[config.mk]
export PLATFORM = sky130hd
export DESIGN_NAME = raster_timer
export DESIGN_NICKNAME = d
export VERILOG_FILES = /design/src/rtl/raster_timer.sv
export SDC_FILE = /design/constraint.sdc
export NUM_CORES = 1
export LEC_CHECK = 0
export BUFFER_PORTS_ARGS = -buffer_cell sky130_fd_sc_hd__buf_2
export CORE_AREA = 2 2 218 220
export DETAILED_ROUTE_END_ITERATION = 16
export DIE_AREA = 0 0 220 222
export SLEW_MARGIN = 20
export SYNTH_ARGS = -nofsm -noshare
export SYNTH_HDL_FRONTEND = slang
export SYNTH_SLANG_ARGS = --single-unit
[constraint.sdc]
create_clock -name clk -period 6.8 [get_ports clk]
set_input_delay 1.02 -clock clk [delete_from_list [all_inputs] [get_ports clk]]
set_output_delay 1.02 -clock clk [all_outputs]
set_load 0.1 [all_outputs]
[src/rtl/raster_timer.sv]
module raster_timer #(
  parameter int HCW = 13,
  parameter int VCW = 12
) (
  input  logic           clk,
  input  logic           rst_n,
  input  logic [31:0]    ctrl_word,
  input  logic [31:0]    hcfg_word,
  input  logic [31:0]    vcfg_word,
  input  logic [31:0]    xcfg_word,
  output logic           pix_ce,
  output logic           pclk_out,
  output logic           hsync,
  output logic           vsync,
  output logic           de,
  output logic [HCW-1:0] px_cnt,
  output logic [VCW-1:0] ln_cnt,
  output logic           frame_done
);
  localparam int DW = 8;

  logic [DW-1:0] div_q;
  logic [6:0]    ppl_q;
  logic [9:0]    hfp_q, hsw_q, hbp_q;
  logic [10:0]   lpp_q;
  logic [7:0]    vfp_q, vbp_q;
  logic [5:0]    vsw_q;
  logic          inv_h_q, inv_v_q, inv_p_q, esel_q, erise_q;

  logic           running;
  logic [DW-1:0]  dcnt;
  logic [HCW-1:0] hcnt;
  logic [VCW-1:0] vcnt;
  logic [1:0]     sync_q;
  logic           fdone_q;

  logic [DW-1:0]  dv, half;
  logic [HCW-1:0] act_w, hs_beg, hs_end, h_last;
  logic [VCW-1:0] act_h, vs_beg, vs_end, v_last;
  logic           ce, line_end, frame_end, load;
  logic           hs_raw, vs_raw, rise;
  logic           unused_bits;

  assign dv   = (div_q < DW'(2)) ? DW'(2) : div_q;
  assign half = dv >> 1;

  assign act_w  = HCW'({ppl_q, 4'b0000}) + HCW'(16);
  assign hs_beg = act_w + HCW'(hfp_q) + HCW'(1);
  assign hs_end = hs_beg + HCW'(hsw_q) + HCW'(1);
  assign h_last = hs_end + HCW'(hbp_q);

  assign act_h  = VCW'(lpp_q) + VCW'(1);
  assign vs_beg = act_h + VCW'(vfp_q);
  assign vs_end = vs_beg + VCW'(vsw_q) + VCW'(1);
  assign v_last = vs_end + VCW'(vbp_q) - VCW'(1);

  assign ce        = running && (dcnt == dv - DW'(1));
  assign line_end  = ce && (hcnt == h_last);
  assign frame_end = line_end && (vcnt == v_last);
  assign load      = !running || frame_end;

  assign hs_raw = running && (hcnt >= hs_beg) && (hcnt < hs_end);
  assign vs_raw = running && (vcnt >= vs_beg) && (vcnt < vs_end);
  assign rise   = esel_q & erise_q;

  assign pix_ce     = ce;
  assign pclk_out   = (running && (dcnt >= half)) ^ inv_p_q;
  assign de         = running && (hcnt < act_w) && (vcnt < act_h);
  assign hsync      = (rise ? (sync_q[1] & running) : hs_raw) ^ inv_h_q;
  assign vsync      = (rise ? (sync_q[0] & running) : vs_raw) ^ inv_v_q;
  assign px_cnt     = hcnt;
  assign ln_cnt     = vcnt;
  assign frame_done = fdone_q;

  assign unused_bits = ^{ctrl_word[31:16], ctrl_word[7:1], hcfg_word[31:29], xcfg_word[31:14]};

  always_ff @(posedge clk or negedge rst_n) begin
    if (!rst_n) begin
      div_q   <= '0;
      ppl_q   <= '0;
      hfp_q   <= '0;
      hsw_q   <= '0;
      hbp_q   <= '0;
      lpp_q   <= '0;
      vfp_q   <= '0;
      vbp_q   <= '0;
      vsw_q   <= '0;
      inv_h_q <= 1'b0;
      inv_v_q <= 1'b0;
      inv_p_q <= 1'b0;
      esel_q  <= 1'b0;
      erise_q <= 1'b0;
    end else if (load) begin
      div_q   <= ctrl_word[15:8];
      ppl_q   <= {hcfg_word[6], hcfg_word[5:0]};
      hsw_q   <= {xcfg_word[7:4], hcfg_word[12:7]};
      hfp_q   <= {xcfg_word[1:0], hcfg_word[20:13]};
      hbp_q   <= {xcfg_word[3:2], hcfg_word[28:21]};
      lpp_q   <= {xcfg_word[8], vcfg_word[31:22]};
      vfp_q   <= vcfg_word[7:0];
      vbp_q   <= vcfg_word[15:8];
      vsw_q   <= vcfg_word[21:16];
      inv_h_q <= xcfg_word[9];
      inv_v_q <= xcfg_word[10];
      inv_p_q <= xcfg_word[11];
      esel_q  <= xcfg_word[12];
      erise_q <= xcfg_word[13];
    end
  end

  always_ff @(posedge clk or negedge rst_n) begin
    if (!rst_n) begin
      running <= 1'b0;
      dcnt    <= '0;
      hcnt    <= '0;
      vcnt    <= '0;
    end else if (!running) begin
      running <= ctrl_word[0];
      dcnt    <= '0;
      hcnt    <= '0;
      vcnt    <= '0;
    end else begin
      dcnt <= ce ? '0 : dcnt + DW'(1);
      if (ce)        hcnt    <= line_end ? '0 : hcnt + HCW'(1);
      if (line_end)  vcnt    <= frame_end ? '0 : vcnt + VCW'(1);
      if (frame_end) running <= ctrl_word[0];
    end
  end

  always_ff @(posedge clk or negedge rst_n) begin
    if (!rst_n) begin
      sync_q  <= 2'b00;
      fdone_q <= 1'b0;
    end else begin
      fdone_q <= line_end && (vcnt == VCW'(lpp_q));
      if (!running)                   sync_q <= 2'b00;
      else if (dcnt == half - DW'(1)) sync_q <= {hs_raw, vs_raw};
    end
  end
endmodule


==> results.md, run 1 <==
* Maximum clock insertion buffer count at 2
* Clk pin slew, worst setup/hold paths at 60 ps
* Crit-path cells: ha_4, xor2_2, ha_1, a21oi_1, o21ai_1, a22o_1, or2_2, xor2_2, ha_1, o2111ai_1, o21ai_0, a21oi_1, ha_1, xor2_1, or4_1, nand3_1, or3b_1, a211o_1, a2111oi_4, nand2_2, o31ai_4, buf_4, clkbuf_16, mux2_2
* Synthesized area at 0.0106 mm^2
* Simple-Gate Fraction of Synth Area at 14.9%
* Via count at 8660
* Clk sink count at 120
* Slowest stage delay, CP at 450 ps
* Leak at 6.14 nW
* WHS at 485 ps
* EDFF count, synth at 0
* MaxCap Viol Count at 0
* Post-Syn Nets at 1407
* Status: finished clean
* First-pass DRT Iterations at 5
* Setup TNS at 0 ps
* Cell area after layout at 0.0127 mm^2
* Adder-Cell Fraction of Synth Area at 17.0%
* Setup Crit Path Kind: reg -> reg
* Peak supply drop at 0.000161 V
* Total die area at 0.0488 mm^2
* Worst slack at placement at 31.5 ps
* Die X at 220 um
* WL/cell at 15.6 um
* Top-count cell post-synth: ha_1
* CTS root buf: clkbuf_16
* Vias/cell at 4.62
* Mux contribution to synthesized area at 9.01%
* Worst slew pin tran at 853 ps
* Final period utilization at 95.1%
* Routed Antenna Nets at 0
* # diodes at 0
* Starting Density at 22.9%
* CP Capture Type: register
* CP Data Required Time at 7110 ps
* Rows at 79
* Rel. slew slack at 43.2%
* Cell variety after synth at 71
* Synth Area in XOR/XNOR at 12.3%
* Num CTS Buffers at 17
* Pwr dens at 130 mW/mm^2
* CTS tree: done
* Top post-synthesis cells by count: ha_1 (136), dfrtp_1 (120), inv_1 (96)
* Synth warnings at 0
* Worst hold path class: reg -> reg
* Placed Area at 0.0119 mm^2
* Vias in the first global route at 8968
* All-Layer GR Usage at 12.1%
* Area leader, netlist: dfrtp_1
* Slowest CP cell: dfrtp_2
* Largest family of logic cells by synthesized area: adder cells
* Yosys reg bits at 120
* CP dominant cell by count: ha_1
* Skew final at 17.6 ps
* Post-synth ARST share at 100%
* Final Setup Violations at 0
* Total grt overflow at 0
* Layout cells sized above 1 at 19.3%
* Setup slack after layout at 335 ps
* Final Hold Fails at 0
* Top-area cell type share of the netlist area at 28.3%
* First-pass GRT wire length at 46.6 mm
* DRC viols at 0
* RePlAce Congestion at 0.845
* Clk_lat worst skew at 450 ps
* Die height at 222 um
* Compound-Gate Fraction of Synth Area at 13.2%
* Slew Viols, Final at 0
* Antenna violations before repair at 1
* Crit start category: register
* Critical-path maximum fanout at 26
* Largest net degree at the start of global routing at 63
* Port-buffer cells at 116
* WP data arrival at 6780 ps
* Fin nets at 1526
* Synth Instances at 1136
* Layout area overhead at 20.1%
* H-tree Lvls at 4
* Final WL at 29.2 mm
* Number of fill cells in the layout at 4940
* Ranking of synthesized cells by area: dfrtp_1 (28%), ha_1 (16%), xnor2_1 (6.9%)
* Post-DP HPWL at 22.6 mm
* Final min period at 6460 ps
* Syn Area/Cell at 9.32 um^2
* Max Clk Rate at 155 MHz
* Core Box Area at 0.0463 mm^2
* Primary FF master, synth: dfrtp_1
* # IOs at 161
* Post-synthesis sequential area ratio at 28.3%
* Initial DRC count at 315
-- final cells by class --
| type | count | area, um^2 | area share, % |
|---|---|---|---|
| clock buffer | 20 | 467 | 3.67 |
| timing repair buffer | 136 | 806 | 6.34 |
| inverter | 96 | 360 | 2.83 |
| multi-input combinational | 884 | 7210 | 56.7 |
| tap | 607 | 759 | 5.97 |
| sequential | 120 | 3010 | 23.6 |
| clock inverter | 11 | 113 | 0.885 |
-- final timing paths --
kind	startpoint	end	slack [ps]	cells past startpoint
hold / removal	vbp_q[1]	vbp_q[1]	490	1
setup / recovery	ppl_q[1]	ppl_q[1]	340	24
setup reg to reg	ppl_q[1]	ppl_q[1]	340	24
hold reg to reg	vbp_q[1]	vbp_q[1]	490	1
max in group asynchronous	rst_n	lpp_q[0]	4720	2
min in group asynchronous	rst_n	hfp_q[1]	670	1
-- placed cells by master, fill, tap and decap left out, types with 42 or more instances in the layout --
master   instances
a21oi_1         47
buf_2          113
mux2_1          48
dfrtp_1        118
xor2_1          57
o21ai_0         42
ha_1           132
nand2_1         42
nand3_1         47
nor2_1          83
xnor2_1         79
inv_1           96
-- flip-flops by register name, indices dropped and copies added, names as in the netlist --
| register | cells |
|---|---|
| hfp_q | 10 |
| esel_q | 1 |
| lpp_q | 11 |
| erise_q | 1 |
| vsw_q | 6 |
| hsw_q | 10 |
| dcnt | 8 |
| div_q | 8 |
| vfp_q | 8 |
| sync_q | 2 |
| hbp_q | 10 |
| inv_v_q | 1 |
| vbp_q | 8 |
| frame_done | 1 |
| inv_p_q | 1 |
| ppl_q | 7 |
| inv_h_q | 1 |
| px_cnt | 13 |
| running | 1 |
| ln_cnt | 12 |
-- kinds of logic after synthesis --
logic type / after synthesis
buf+inv: 132
flops: 120
compound gates: 208
simple gates: 304
xor+xnor: 146
mux: 85
fa+ha+maj: 141
-- worst max-delay path: cells and delay by family, from the launching register on --
family          cells  cell delay, ps
compound gates      9            1970
xor+xnor            3             550
fa+ha+maj           4            1210
buf+inv             2             440
flops               1             450
mux                 1             360
simple gates        5            1340
-- power by group --
group	internal (mW)	total [mW]	switching, mW
clock	0.534	0.902	0.368
combinational	0.0180	0.0425	0.0246
sequential	0.714	0.714	0
total	1.27	1.66	0.392
-- routing by layer --
layer / global-route usage (%) / up-vias / share of wire [%]
li1: - / 4262 / -
met1: 16.0 / 4197 / 48
met2: 19.5 / 156 / 46
met3: 1.89 / 45 / 2.8
met4: 5.20 / 0 / 2.8
met5: 0 / - / 0
-- metrics by stage --
| step | total power [mW] | cells | utilization, % |
|---|---|---|---|
| 6_report | 1.66 | 1874 | 27.5 |
| 5_1_grt | 1.72 | 1874 | 27.5 |
| 4_1_cts | 1.69 | 1869 | 27.0 |
| 3_5_place_dp | 0.772 | 1838 | 25.7 |
| 3_3_place_gp | 0.772 | 1838 | 25.7 |
| 2_1_floorplan | 0.728 | 1136 | - |
-- repair_timing --
action                                  4_1_cts  5_1_grt
hold endpoints to repair                      0        0
buffers inserted                              0        3
hold buffers                                  0        0
endpoints found under the setup margin        2       98
pin swaps                                     0        7
gates resized for setup                       3       35
cloned                                        0        2
Note: power is estimated with default switching activity, not from simulation.
==> inputs of run 2 (changes only) <==
--- a/config.mk
+++ b/config.mk
@@ -11,2 +11,3 @@
 export DIE_AREA = 0 0 220 222
+export MAX_ROUTING_LAYER = met4
 export SLEW_MARGIN = 20
==> constraint.sdc (replaced) <==
create_clock -name clk -period 6 [get_ports clk]
set_input_delay 1.8 -clock clk [delete_from_list [all_inputs] [get_ports clk]]
set_output_delay 1.8 -clock clk [all_outputs]
set_load 0.1 [all_outputs]
==> run 2 against run 1 <==
The flow now finishes with violations (setup timing). Non-clock buffer count grew 166. Largest power group unchanged. Via count grew 8.3%. Clock power grew 22%. Clock skew shrank 6.7 ps.
==> results.md, run 2 (same netlist as run 1, synthesis figures left out) <==
* WHS at 512 ps (+26.9 ps)
* Vias/cell at 4.60 (-0.53%)
* Layout cells sized above 1 at 37.6% (+18 points)
* Total grt overflow at 0 (unchanged)
* Initial DRC count at 401 (+27%)
* Final Hold Fails at 0 (unchanged)
* Final WL at 33.1 mm (+13%)
* Starting Density at 22.9% (unchanged)
* Skew final at 10.9 ps (-6.70 ps)
* Max Clk Rate at 149 MHz
* Antenna violations before repair at 0 (-1)
* R2r setup slk at -80 ps (-420 ps)
* Pwr dens at 128 mW/mm^2 (-1.8%)
* Violated checks: setup timing
* Hold worst-path end: vsw_q[0]
* Critical-path maximum fanout at 6 (-77%)
* WL/cell at 16.2 um (+4.2%)
* All-Layer GR Usage at 13.8% (+1.7 points)
* Hold_sp: vsw_q[0]
* Largest net degree at the start of global routing at 50 (-21%)
* Die X at 220 um (unchanged)
* Total power at 1.96 mW (+18%)
* Worst slew pin tran at 986 ps (+133 ps)
* Final Setup Violations at 36 (+36)
* Peak supply drop at 0.000203 V (+26%)
* Non-filler cells, final at 2041 (+8.9%)
* Slew Viols, Final at 0 (unchanged)
* Rel. slew slack at 33.6% (-9.6 points)
* Hold Crit Depth at 1 (unchanged)
* Rows at 79 (unchanged)
* CTS root buf: clkbuf_16
* Placed Area at 0.0130 mm^2 (+9.7%)
* Worst R2R End: lpp_q[4]
* Total die area at 0.0488 mm^2 (unchanged)
* Max reg flops at 13 (unchanged)
* Clk sink count at 120 (unchanged)
* Num CTS Buffers at 17 (unchanged)
* H-tree Lvls at 4 (unchanged)
* WP data arrival at 4890 ps (-1890 ps)
* Worst slack at placement at -619 ps (-651 ps)
* CP Data Required Time at 4200 ps (-2910 ps)
* Post-DP HPWL at 24.2 mm (+6.8%)
* DRC viols at 0 (unchanged)
* MaxCap Viol Count at 0 (unchanged)
* Crit Reg-Reg Startpoint: ppl_q[0]
* Setup slack after layout at -694 ps (-1030 ps)
* First-pass DRT Iterations at 5 (unchanged)
* Final min period at 6690 ps
* CP Capture Type: output port
* # diodes at 0 (unchanged)
* Worst hold path class: reg -> reg
* Leak at 7.14 nW (+16%)
* Vias in the first global route at 9335 (+4.1%)
* # IOs at 161 (unchanged)
* Layout area overhead at 44.2%
* Clk_lat worst skew at 480 ps (+30 ps)
* Status: finished, violations left
* Port-buffer cells at 116 (unchanged)
* CTS tree: done
* First-pass GRT wire length at 50.2 mm (+7.7%)
* Via count at 9382 (+8.3%)
* Setup Crit Path Kind: reg -> out
* RePlAce Congestion at 0.880 (+4.1%)
* Die height at 222 um (unchanged)
* Fin nets at 1692 (+11%)
* Most common cell after layout, fill and taps aside: buf_4
* Cell area after layout at 0.0153 mm^2 (+20%)
* Routed Antenna Nets at 0 (unchanged)
* Core Box Area at 0.0463 mm^2 (unchanged)
* Clk pin slew, worst setup/hold paths at 60 ps (about the same)
* Post-Place Cells at 1966 (+7.0%)
* Final period utilization at 112%
* Maximum clock insertion buffer count at 2 (unchanged)
* R2R depth at 28 (+17%)
* Crit start category: register
* Commonest non-fill, non-tap cells in the layout: buf_4 (156), ha_1 (116), dfrtp_1 (116), buf_2 (112), inv_1 (94)
* RSZ-0062 raised after global routing: true
[run 2: cell types whose count changed in the layout (fill, tap and decap cells not counted), moves of 8 or more]
| cell | previous run | this run |
|---|---|---|
| ha_1 | 132 | 116 |
| buf_12 | 2 | 14 |
| a21oi_2 | 3 | 15 |
| buf_4 | 18 | 156 |
| ha_4 | 2 | 18 |
| a21oi_1 | 47 | 34 |
| mux2_1 | 48 | 1 |
| o21ai_0 | 42 | 33 |
| mux2_4 | 0 | 82 |
| mux2_2 | 35 | 0 |
| buf_6 | 0 | 8 |
[run 2: worst max path at each step]
| stage | depth (start not counted) | to | from |
|---|---|---|---|
| finish | 24 | vsync | lpp_q[0] |
| global route | 21 | vsync | lpp_q[0] |
| CTS | 24 | vsync | lpp_q[0] |
| detailed placement | 20 | vsync | lpp_q[0] |
| global placement | 20 | vsync | lpp_q[0] |
| floorplan | 23 | vsync | lpp_q[1] |
[run 2: cell type report]
cell class	count	area, um^2
clock buffers	18	439
clock inverters	14	173
fillers	4701	31000
inverters	96	360
multi-input cells	884	8160
flip-flops and latches	120	3010
well taps	607	759
repair buffers	302	2370
[run 2: repair_timing]
action                     CTS  global route
hold buffers                 0             0
gates resized for setup     86           151
setup endpoints to repair   96            97
cloned                       3             6
pin swaps                   42            23
buffers inserted            26            16
[run 2: critical path, cell delays in order (launching register included)]
cell and delay, ps:
dfrtp_2 410, buf_4 120, buf_4 90, nand3_2 80
buf_4 190, nor2_1 120, xor2_1 250, ha_2 340
o21ai_0 150, buf_4 150, nand2_1 80, a31oi_2 250
xnor2_2 180, xnor2_1 180, inv_1 80, ha_1 290
nand2_1 70, buf_4 170, o22ai_2 180, a2111oi_4 50
a211oi_2 210, o21ai_2 130, a31oi_4 270, xnor2_4 150
buf_12 190
[run 2: through the flow]
stage	TNS, ps	util [%]
after floorplan	-557	-
after CTS	-5700	31.2
final	-3010	33.0
after global placement	-31900	28.2
after global routing	-19570	33.0
after detailed placement	-30970	28.2
[run 2: report_power, final]
group | internal [mW] | switching [mW] | total, mW
combinational | 0.0217 | 0.0277 | 0.0494
clock | 0.662 | 0.435 | 1.10
sequential | 0.809 | 0 | 0.809
[run 2: layer usage]
| metal | wire length (um) | vias up | track usage [%] |
|---|---|---|---|
| met4 | 824 | 0 | 5.93 |
| li1 | - | 4595 | - |
| met3 | 1070 | 45 | 2.48 |
| met2 | 15900 | 157 | 21.9 |
| met1 | 15400 | 4585 | 17.2 |
| met5 | 0 | - | - |
